### src/rtl/tlb_pkg.sv
// Package: shared types of the tagged translation buffer.
// Assumes: nothing; pure type definitions.
package tlb_pkg;

    // What a refill request does to the entry array in a given cycle
    typedef enum logic [1:0] {
        FILL_DROP   = 2'd0,   // no refill, or refill overridden by flush
        FILL_UPDATE = 2'd1,   // same page and tag already cached: rewrite in place
        FILL_ALLOC  = 2'd2    // new translation: write the victim slot
    } fill_act_e;

endpackage

### src/rtl/tlb_store.sv
// Module: tlb_store
// Holds the entry array: valid bits, virtual page, tag and physical page.
// Assumes: at most one write per cycle; flush has priority over a write
// (the caller already suppresses wr_en during flush, flush wins regardless).
module tlb_store #(
    parameter int N      = 64,
    parameter int VPN_W  = 20,
    parameter int ASID_W = 6,
    parameter int PPN_W  = 20,
    localparam int IDX_W = $clog2(N)
) (
    input  logic                        clk,
    input  logic                        rst_n,
    input  logic                        flush,
    input  logic                        wr_en,
    input  logic [IDX_W-1:0]            wr_idx,
    input  logic [VPN_W-1:0]            wr_vpn,
    input  logic [ASID_W-1:0]           wr_asid,
    input  logic [PPN_W-1:0]            wr_ppn,
    output logic [N-1:0]                valid_o,
    output logic [N-1:0][VPN_W-1:0]     vpn_o,
    output logic [N-1:0][ASID_W-1:0]    asid_o,
    output logic [N-1:0][PPN_W-1:0]     ppn_o
);

    for (genvar g = 0; g < N; g++) begin : g_entry
        logic sel;
        assign sel = wr_en && (wr_idx == IDX_W'(g));

        // Valid bit: cleared by reset or flush, set when this slot is written
        always_ff @(posedge clk) begin
            if (!rst_n || flush)
                valid_o[g] <= 1'b0;
            else if (sel)
                valid_o[g] <= 1'b1;
        end

        // Payload: captured on a write, no reset needed because valid guards it
        always_ff @(posedge clk) begin
            if (sel && !flush) begin
                vpn_o[g]  <= wr_vpn;
                asid_o[g] <= wr_asid;
                ppn_o[g]  <= wr_ppn;
            end
        end
    end

endmodule

### src/rtl/tlb_match.sv
// Module: tlb_match
// Parallel tag compare: one hit bit per entry for a (page, tag) key.
// Assumes: only entries with the valid bit set may hit.
module tlb_match #(
    parameter int N      = 64,
    parameter int VPN_W  = 20,
    parameter int ASID_W = 6
) (
    input  logic [N-1:0]             valid_i,
    input  logic [N-1:0][VPN_W-1:0]  vpn_i,
    input  logic [N-1:0][ASID_W-1:0] asid_i,
    input  logic [VPN_W-1:0]         key_vpn,
    input  logic [ASID_W-1:0]        key_asid,
    output logic [N-1:0]             hit_o
);

    for (genvar g = 0; g < N; g++) begin : g_cmp
        // Entry g matches when valid and both tag fields agree
        assign hit_o[g] = valid_i[g] && (vpn_i[g] == key_vpn) && (asid_i[g] == key_asid);
    end

endmodule

### src/rtl/tlb_encode.sv
// Module: tlb_encode
// Turns a hit vector into an any-hit flag and a binary slot index.
// Assumes: the vector is one-hot or zero (no duplicate entries).
module tlb_encode #(
    parameter int N      = 64,
    localparam int IDX_W = $clog2(N)
) (
    input  logic [N-1:0]     vec_i,
    output logic             any_o,
    output logic [IDX_W-1:0] idx_o
);

    // OR-reduce the indices of set bits; exact for a one-hot input
    always_comb begin
        idx_o = '0;
        for (int i = 0; i < N; i++)
            if (vec_i[i]) idx_o = idx_o | IDX_W'(i);
    end

    assign any_o = |vec_i;

endmodule

### src/rtl/tlb_victim.sv
// Module: tlb_victim
// Round-robin replacement pointer over N slots.
// Assumes: clear (flush) wins over advance in the same cycle.
module tlb_victim #(
    parameter int N      = 64,
    localparam int IDX_W = $clog2(N)
) (
    input  logic             clk,
    input  logic             rst_n,
    input  logic             clear,
    input  logic             advance,
    output logic [IDX_W-1:0] ptr_o
);

    // Step the pointer after each allocation, wrapping at the last slot
    always_ff @(posedge clk) begin
        if (!rst_n || clear)
            ptr_o <= '0;
        else if (advance)
            ptr_o <= (ptr_o == IDX_W'(N - 1)) ? '0 : ptr_o + 1'b1;
    end

endmodule

### src/rtl/asid_tlb.sv
// Module: asid_tlb (top)
// Fully associative translation buffer whose entries carry an address-space
// tag. Lookup compares in parallel and registers hit/miss/ppn one cycle later.
// Refills are stamped with the current tag and either rewrite an identical
// cached translation or allocate the round-robin victim. Flush empties all.
// Assumes: a lookup in the same cycle as a write sees the old contents; a tag
// write takes effect from the following cycle.
module asid_tlb
    import tlb_pkg::*;
#(
    parameter int ENTRIES = 64,
    parameter int VPN_W   = 20,
    parameter int ASID_W  = 6,
    parameter int PPN_W   = 20
) (
    input  logic              clk,
    input  logic              rst_n,
    input  logic              asid_we,
    input  logic [ASID_W-1:0] asid_wdata,
    output logic [ASID_W-1:0] cur_asid,
    input  logic              lk_valid,
    input  logic [VPN_W-1:0]  lk_vpn,
    input  logic              fill_valid,
    input  logic [VPN_W-1:0]  fill_vpn,
    input  logic [PPN_W-1:0]  fill_ppn,
    input  logic              flush,
    output logic              res_valid,
    output logic              res_hit,
    output logic              res_miss,
    output logic [PPN_W-1:0]  res_ppn
);

    localparam int IDX_W = $clog2(ENTRIES);

    logic [ENTRIES-1:0]              valid_vec;
    logic [ENTRIES-1:0][VPN_W-1:0]   vpn_arr;
    logic [ENTRIES-1:0][ASID_W-1:0]  asid_arr;
    logic [ENTRIES-1:0][PPN_W-1:0]   ppn_arr;

    logic [ENTRIES-1:0] lk_hit_vec;
    logic [ENTRIES-1:0] fill_hit_vec;
    logic               lk_any;
    logic               fill_any;
    logic [IDX_W-1:0]   lk_idx;
    logic [IDX_W-1:0]   fill_idx;
    logic [IDX_W-1:0]   victim_ptr;

    fill_act_e          fill_act;
    logic               wr_en;
    logic [IDX_W-1:0]   wr_idx;

    // Current address-space tag, reloaded on context switch
    always_ff @(posedge clk) begin
        if (!rst_n)
            cur_asid <= '0;
        else if (asid_we)
            cur_asid <= asid_wdata;
    end

    tlb_store #(
        .N(ENTRIES), .VPN_W(VPN_W), .ASID_W(ASID_W), .PPN_W(PPN_W)
    ) u_store (
        .clk     (clk),
        .rst_n   (rst_n),
        .flush   (flush),
        .wr_en   (wr_en),
        .wr_idx  (wr_idx),
        .wr_vpn  (fill_vpn),
        .wr_asid (cur_asid),
        .wr_ppn  (fill_ppn),
        .valid_o (valid_vec),
        .vpn_o   (vpn_arr),
        .asid_o  (asid_arr),
        .ppn_o   (ppn_arr)
    );

    tlb_match #(
        .N(ENTRIES), .VPN_W(VPN_W), .ASID_W(ASID_W)
    ) u_lk_match (
        .valid_i  (valid_vec),
        .vpn_i    (vpn_arr),
        .asid_i   (asid_arr),
        .key_vpn  (lk_vpn),
        .key_asid (cur_asid),
        .hit_o    (lk_hit_vec)
    );

    tlb_match #(
        .N(ENTRIES), .VPN_W(VPN_W), .ASID_W(ASID_W)
    ) u_fill_match (
        .valid_i  (valid_vec),
        .vpn_i    (vpn_arr),
        .asid_i   (asid_arr),
        .key_vpn  (fill_vpn),
        .key_asid (cur_asid),
        .hit_o    (fill_hit_vec)
    );

    tlb_encode #(.N(ENTRIES)) u_lk_enc (
        .vec_i (lk_hit_vec),
        .any_o (lk_any),
        .idx_o (lk_idx)
    );

    tlb_encode #(.N(ENTRIES)) u_fill_enc (
        .vec_i (fill_hit_vec),
        .any_o (fill_any),
        .idx_o (fill_idx)
    );

    tlb_victim #(.N(ENTRIES)) u_victim (
        .clk     (clk),
        .rst_n   (rst_n),
        .clear   (flush),
        .advance (fill_act == FILL_ALLOC),
        .ptr_o   (victim_ptr)
    );

    // Classify the refill request for this cycle
    always_comb begin
        if (!fill_valid || flush)
            fill_act = FILL_DROP;
        else if (fill_any)
            fill_act = FILL_UPDATE;
        else
            fill_act = FILL_ALLOC;
    end

    // Steer the write to the matching slot or to the victim slot
    always_comb begin
        wr_en  = (fill_act != FILL_DROP);
        wr_idx = (fill_act == FILL_UPDATE) ? fill_idx : victim_ptr;
    end

    // Register the lookup result one cycle after the request
    always_ff @(posedge clk) begin
        if (!rst_n) begin
            res_valid <= 1'b0;
            res_hit   <= 1'b0;
            res_miss  <= 1'b0;
            res_ppn   <= '0;
        end else begin
            res_valid <= lk_valid;
            res_hit   <= lk_valid && lk_any;
            res_miss  <= lk_valid && !lk_any;
            res_ppn   <= (lk_valid && lk_any) ? ppn_arr[lk_idx] : '0;
        end
    end

endmodule

### config.mk
export PLATFORM = sky130hd
export DESIGN_NAME = asid_tlb
export DESIGN_NICKNAME = d
export VERILOG_FILES = /design/src/rtl/tlb_pkg.sv /design/src/rtl/tlb_store.sv /design/src/rtl/tlb_match.sv /design/src/rtl/tlb_encode.sv /design/src/rtl/tlb_victim.sv /design/src/rtl/asid_tlb.sv
export SDC_FILE = /design/constraint.sdc
export NUM_CORES = 2
export LEC_CHECK = 0
export BUFFER_PORTS_ARGS = -buffer_cell sky130_fd_sc_hd__buf_2
export CELL_PAD_IN_SITES_DETAIL_PLACEMENT = 1
export CELL_PAD_IN_SITES_GLOBAL_PLACEMENT = 1
export CORE_MARGIN = 3
export CORE_UTILIZATION = 45
export CTS_BUF_LIST = sky130_fd_sc_hd__clkbuf_8
export DETAILED_ROUTE_END_ITERATION = 8
export PLACE_DENSITY = 0.69
export SLEW_MARGIN = 5
export SYNTH_ARGS = -nofsm -noshare
export SYNTH_HDL_FRONTEND = slang
export SYNTH_SLANG_ARGS = --single-unit
### constraint.sdc
create_clock -name clk -period 6.7 [get_ports clk]
set_input_delay 1.34 -clock clk [delete_from_list [all_inputs] [get_ports clk]]
set_output_delay 1.34 -clock clk [all_outputs]
set_load 0.02 [all_outputs]
# After elaboration in Yosys (flattened, before gate mapping)
# Cells that the tools add are included.
# op_classes
mux	265
n_eq_ne	259
n_shift	0
reduce_logical	462
magnitude_cmp	1
add_sub_neg	1
div	0
bitwise_logic	0
n_mul	0
# ops
op	n
equality test 20 bit	128
2-to-1 mux 6 bit	70
logical AND 1 bit	386
equality test 6 bit	64
equality test 6 bit, second input constant	33
2-to-1 mux 5 bit	32
nonzero test 2 bit	66
2-to-1 mux 1 bit	130
OR reduction 64 bit	2
binary-select mux 20 bit (select 6 bit)	1
equality test 6 x 5 -> 1 bit, second input constant	16
2-to-1 mux 4 bit	16
equality test 6 x 4 -> 1 bit, second input constant	8
equality test 6 x 3 -> 1 bit, second input constant	4
2-to-1 mux 3 bit	8
2-to-1 mux 20 bit	1
2-to-1 mux 2 bit	7
equality test 6 x 2 -> 1 bit, second input constant	2
less-than comparator 6 x 7 -> 1 bit, second input constant	1
adder 6 x 1 -> 6 bit, second input constant	1
equality test 6 x 1 -> 1 bit, second input constant	1
logical NOT 6 bit	1
logical NOT 1 bit	4
equality test 2 x 1 -> 1 bit, second input constant	1
other kinds (4)	5
# totals
inputBits	72
ff_bits	3043
ramBits	0
mem_bits_ro	0
elab_cells	1250
n_memories	0
latchBits	0

# Logic depth before layout (Yosys ltp)
# depth
depth_word	71
ltp_mapped	21
mapped_depth_nobuf	13

# By module
# Synthesis repeated with hierarchy kept, for this count alone.
# unflattened
cells_unflattened	9105
hier_area_um2	142769.4
# by_module_without_submodules
mod	cells_each	instances	area_per_inst_um2
tlb_store	3278	1	91017.3
tlb_match	2422	2	19870.3
asid_tlb	835	1	11024.3
tlb_encode	58	2	351.6
tlb_victim	32	1	284.0

# Worst setup path after synthesis
# OpenSTA, ideal clock, no wires.
# synth_path
path_type	input-to-reg
from	input fill_vpn[8]
to	register u_store.asid_o[180] (netlist name), enable pin
required_ns	6.251
slack_ns	-0.003
t_arrival_ns	6.254
stages	14
setup_ns	0.449
cell_sequence	buf_4 > buf_4 > buf_4 > xor2_1 > nor4_1 > a41oi_1 > nand4b_1 > or4_1 > o21ai_4 > mux2i_1 > nor2b_1 > and2_1 > inv_1 > nor2_1
# synth_between
elab_chain_len	70
word_cells_on_any_way	265
classes_between	eq/ne: 66; mux: 67; reduce/logical: 132
# synth_lines
item	line	rtl
start, declared	asid_tlb.sv:24	input logic [VPN_W-1:0] fill_vpn,
equality test 20 bit	tlb_match.sv:19	assign hit_o[g] = valid_i[g] && (vpn_i[g] == key_vpn) && (asid_i[g] == key_asid);
logical AND 1 bit (2 in a row)	tlb_match.sv:19	
2-to-1 mux 1 bit	tlb_encode.sv:17	if (vec_i[i]) idx_o = idx_o | IDX_W'(i);
2-to-1 mux 2 bit (2 in a row)	tlb_encode.sv:17	
2-to-1 mux 3 bit (4 in a row)	tlb_encode.sv:17	
2-to-1 mux 4 bit (8 in a row)	tlb_encode.sv:17	
2-to-1 mux 5 bit (16 in a row)	tlb_encode.sv:17	
2-to-1 mux 6 bit (32 in a row)	tlb_encode.sv:17	
2-to-1 mux 6 bit	asid_tlb.sv:132	wr_idx = (fill_act == FILL_UPDATE) ? fill_idx : victim_ptr;
equality test 6 x 5 -> 1 bit	tlb_store.sv:28	assign sel = wr_en && (wr_idx == IDX_W'(g));
logical AND 1 bit *	tlb_store.sv:28	
logical AND 1 bit *	tlb_store.sv:40	if (sel && !flush) begin
end signal, assigned by index	tlb_store.sv:42	asid_o[g] <= wr_asid;
end, declared	tlb_store.sv:22	output logic [N-1:0][ASID_W-1:0] asid_o,
# Every way passes the cells marked *; elsewhere a longest branch is shown, timed or not. The select of a mux whose other input is x is not followed.
# A chain may end at the register's enable or synchronous reset.

# Worst setup path after layout
# layout_path
from	register cur_asid[0]
to	register res_ppn[6]
# layout_between
elab_chain_len	67
word_cells_on_any_way	196
classes_between	eq/ne: 64; mux: 65; reduce/logical: 67
# layout_lines
item	line	rtl
start, declared	asid_tlb.sv:20	output logic [ASID_W-1:0] cur_asid,
start signal, assigned	asid_tlb.sv:57	cur_asid <= asid_wdata;
equality test 6 bit	tlb_match.sv:19	
logical AND 1 bit	tlb_match.sv:19	
2-to-1 mux 1 bit	tlb_encode.sv:17	
2-to-1 mux 2 bit (2 in a row)	tlb_encode.sv:17	
2-to-1 mux 3 bit (4 in a row)	tlb_encode.sv:17	
2-to-1 mux 4 bit (8 in a row)	tlb_encode.sv:17	
2-to-1 mux 5 bit (16 in a row)	tlb_encode.sv:17	
2-to-1 mux 6 bit (32 in a row)	tlb_encode.sv:17	
binary-select mux 20 bit (select 6 bit)	asid_tlb.sv:146	res_ppn <= (lk_valid && lk_any) ? ppn_arr[lk_idx] : '0;
2-to-1 mux 20 bit (implied by the code)	asid_tlb.sv:146	
end signal, assigned	asid_tlb.sv:146	
end, declared	asid_tlb.sv:30	output logic [PPN_W-1:0] res_ppn
# Several ways; a longest one is shown, not always the timed one. The select of a mux whose other input is x is not followed.

==> flow_metrics.tcl <==
set metrics [dict create \
    reg2reg_slack_ps 400 \
    whs_ps 467.1 \
    final-setup-viol-count 0 \
    dr.pass1.iters 5 \
    drtIter0Drc 10170 \
    yosysTopAreaCellShare_pct 63.07 \
    hold_violations 0 \
    vias 88570 \
    drive_gt1_share_pct 16.75 \
    cts.root.buffer_cell "clkbuf_8" \
    grt_pass1_vias 92760 \
    place_ws_ps -879.7 \
    power.total_mw 39.84 \
    viasPerCell 5.893 \
    arrival_ps 7350 \
    drc_errors 0 \
    setup_slack_ps 398.2 \
    ant_nets 0 \
    cts.sinks 3043 \
    die_y_um 564.1 \
    start_util_pct 45.31 \
    worstPathMaxFanout 49 \
    fillers 30030 \
    place.port_buffers 100 \
    cts.path.max_buffers 4 \
    rsz0062_at_grt "false" \
    ys_warn_count 0 \
    reg2reg_to "res_ppn[6]$_SDFF_PN0_" \
    post_dp_cell_area_um2 152400 \
    endpoint_kind "register" \
    grt_pass1_wl_um 686900 \
    reg2reg_from "cur_asid[0]$_SDFFE_PN0P_" \
    worstSetupPathType "register to register" \
    start_kind "register" \
    yosysSeqAreaShare_pct 64.49 \
    nets 10570 \
    finalWirelength_um 487500 \
    syn_area_per_cell_um2 14.66 \
    min_from "u_store.valid_o[49]$_SDFFE_PP0P_" \
    clk_pin_slew_ps 70 \
    synthFlopType "edfxtp_1" \
    cts_resized 0 \
    finish.utilization_pct 52.50 \
    finClkSkew_ps 80.41 \
    die_area_um2 318200 \
    grt_max_degree 65 \
    wl_per_cell_um 32.43 \
    yosysMostFrequentCell "edfxtp_1" \
    syn-num-nets 9631 \
    status "completed" \
    dp_cells 14080 \
    ios 101 \
    synthCells 9558 \
    area_growth_pct 15.86 \
    r2r_cells 19 \
    post_cts_buffers 0 \
    p_leak_nw 51.94 \
    tightest_slew_ps 1204 \
    rows 204 \
    finalNonFillerCells 15030 \
    synthTopCellsByCount "2944 x edfxtp_1, 2398 x xnor2_1, 638 x nand4_1" \
    grt_antenna_before_repair 19 \
    core_region_area_um2 309400 \
    synth_seq_cells 3043 \
    min_to "u_store.valid_o[49]$_SDFFE_PP0P_" \
    cp.required_ps 7750 \
    dp_hpwl_um 321900 \
    gp_congestion 0.9564 \
    cts.hold.buffers_added 0 \
    finalSetupTns_ps 0 \
    relSlewSlack_pct 19.13 \
    power.density_nw_per_um2 245.3 \
    cts_made_buffers 540 \
    synthTopCellsByArea "edfxtp_1 63%, xnor2_1 15%, xor2_1 3.4%, mux2i_1 2.9%, nand4_1 2.8%" \
    slew_violations 0 \
    stdcell_area_um2 162400 \
    ys_types 79 \
    worst_hold_path.num_cells 1 \
    fmax_mhz 158.7 \
    grt_usage_pct 29.98 \
    synth_edf_count 2944 \
    die_w_um 564.1 \
    maxCapViolCount 0 \
    period_needed_ps 6302 \
    clk_latency_ps 1180 \
    cts_tree "built" \
    async_flop_share_pct 0 \
    synth_area_leader_cell "edfxtp_1" \
    htreeDepth 6 \
    finalCritPeriodShare_pct 94.06 \
    grt.overflow.total 0 \
    hold_path_class "register to register" \
    ir_worst_vdd_uv 208.7 \
    synthesis.area_um2 140200 \
]
-- registers in the layout, summed over array words and instances, names as in the netlist --
signal and flops:
cur_asid 6, res_hit 1, res_miss 1, res_ppn 20, res_valid 1, u_store.asid_o 384
u_store.ppn_o 1280, u_store.valid_o 64, u_store.vpn_o 1280, u_victim.ptr_o 6
-- cell families after synthesis --
| family | after synthesis | synth area share, % |
|---|---|---|
| flip-flops | 3043 | 64.49 |
| XOR/XNOR | 2946 | 18.41 |
| AND/OR/NAND/NOR | 1941 | 7.411 |
| AO/OA/AOI/OAI | 589 | 3.136 |
| buffers and inverters | 525 | 2.783 |
| multiplexers | 513 | 3.764 |
| adder cells (fa/ha/maj) | 1 | 0.008925 |
-- layout make-up --
type | instances | area [um^2] | area share (%)
Inverter | 11 | 41.29 | 0.02543
Timing Repair Buffer | 915 | 10450 | 6.432
Multi-Input combinational cell | 5990 | 46390 | 28.57
Clock inverter | 368 | 1964 | 1.210
Antenna cell | 3 | 7.507 | 0.004623
Sequential cell | 3043 | 90410 | 55.67
Clock buffer | 580 | 7983 | 4.916
Tap cell | 4120 | 5155 | 3.174
-- power breakdown --
part | leakage (nW) | internal (mW) | switching (mW)
Clock | 5.76 | 8.34 | 8.01
Combinational | 18.8 | 0.878 | 1.70
Sequential | 27.3 | 20.9 | 0.0265
-- worst max path at each step --
| stage | from | cells past startpoint | to | slack [ps] |
|---|---|---|---|---|
| after detailed placement | lk_vpn[16] | 19 | res_ppn[1]$_SDFF_PN0_ | -880 |
| final | cur_asid[0]$_SDFFE_PN0P_ | 19 | res_ppn[6]$_SDFF_PN0_ | 400 |
| after floorplan | fill_vpn[8] | 14 | u_store.asid_o[180]$_DFFE_PP_ | -3 |
| after global placement | lk_vpn[16] | 19 | res_ppn[1]$_SDFF_PN0_ | -680 |
| after global routing | cur_asid[0]$_SDFFE_PN0P_ | 18 | res_ppn[1]$_SDFF_PN0_ | 400 |
| after CTS | cur_asid[0]$_SDFFE_PN0P_ | 18 | res_ppn[1]$_SDFF_PN0_ | 2 |
-- metal layers --
| metal | share of wire, % | up-vias | track usage, % |
|---|---|---|---|
| met5 | 0.015 | - | 0 |
| met4 | 4.8 | 10 | 13.13 |
| met3 | 7.4 | 968 | 4.614 |
| met2 | 48 | 3960 | 49.30 |
| met1 | 40 | 46320 | 39.44 |
| li1 | - | 37320 | - |
-- placed cells by master (no fill, tap or decap), drive strengths merged, types with 16 or more instances in the layout --
| cell | synthesis | final |
|---|---|---|
| o221ai | 39 | 39 |
| a221oi | 54 | 54 |
| xor2 | 548 | 548 |
| mux2 | 102 | 102 |
| mux2i | 411 | 411 |
| nand2 | 482 | 482 |
| clkbuf | 70 | 600 |
| inv | 10 | 222 |
| nand3 | 163 | 163 |
| a21oi | 125 | 125 |
| and3 | 28 | 28 |
| nor2 | 188 | 188 |
| dfxtp | 99 | 99 |
| a211oi | 76 | 76 |
| edfxtp | 2944 | 2944 |
| o21ai | 102 | 102 |
| a22oi | 37 | 37 |
| clkinv | 1 | 133 |
| nor3 | 107 | 107 |
| o21a | 51 | 51 |
| buf | 444 | 895 |
| nand4 | 638 | 638 |
| o22a | 18 | 18 |
| nor4 | 269 | 269 |
| xnor2 | 2398 | 2398 |
| a32oi | 19 | 19 |
| o2bb2a | 18 | 18 |
| a211o | 18 | 18 |
| clkinvlp | 0 | 16 |
-- critical path, cell delays in order (launching register included) --
cell and delay, ps:
dfxtp_4 630, buf_12 280, xnor2_1 160, nand4_1 320, nor4_1 720, nand2_1 540
nand4_1 500, nor4_1 190, buf_4 230, nand2_4 80, buf_12 210, buf_12 290
buf_4 340, nand2_1 100, nand2_1 90, a211oi_1 90, nor4_1 620, buf_4 270
o2bb2a_1 230, o221ai_2 160
(Power assumes the default switching activity.)
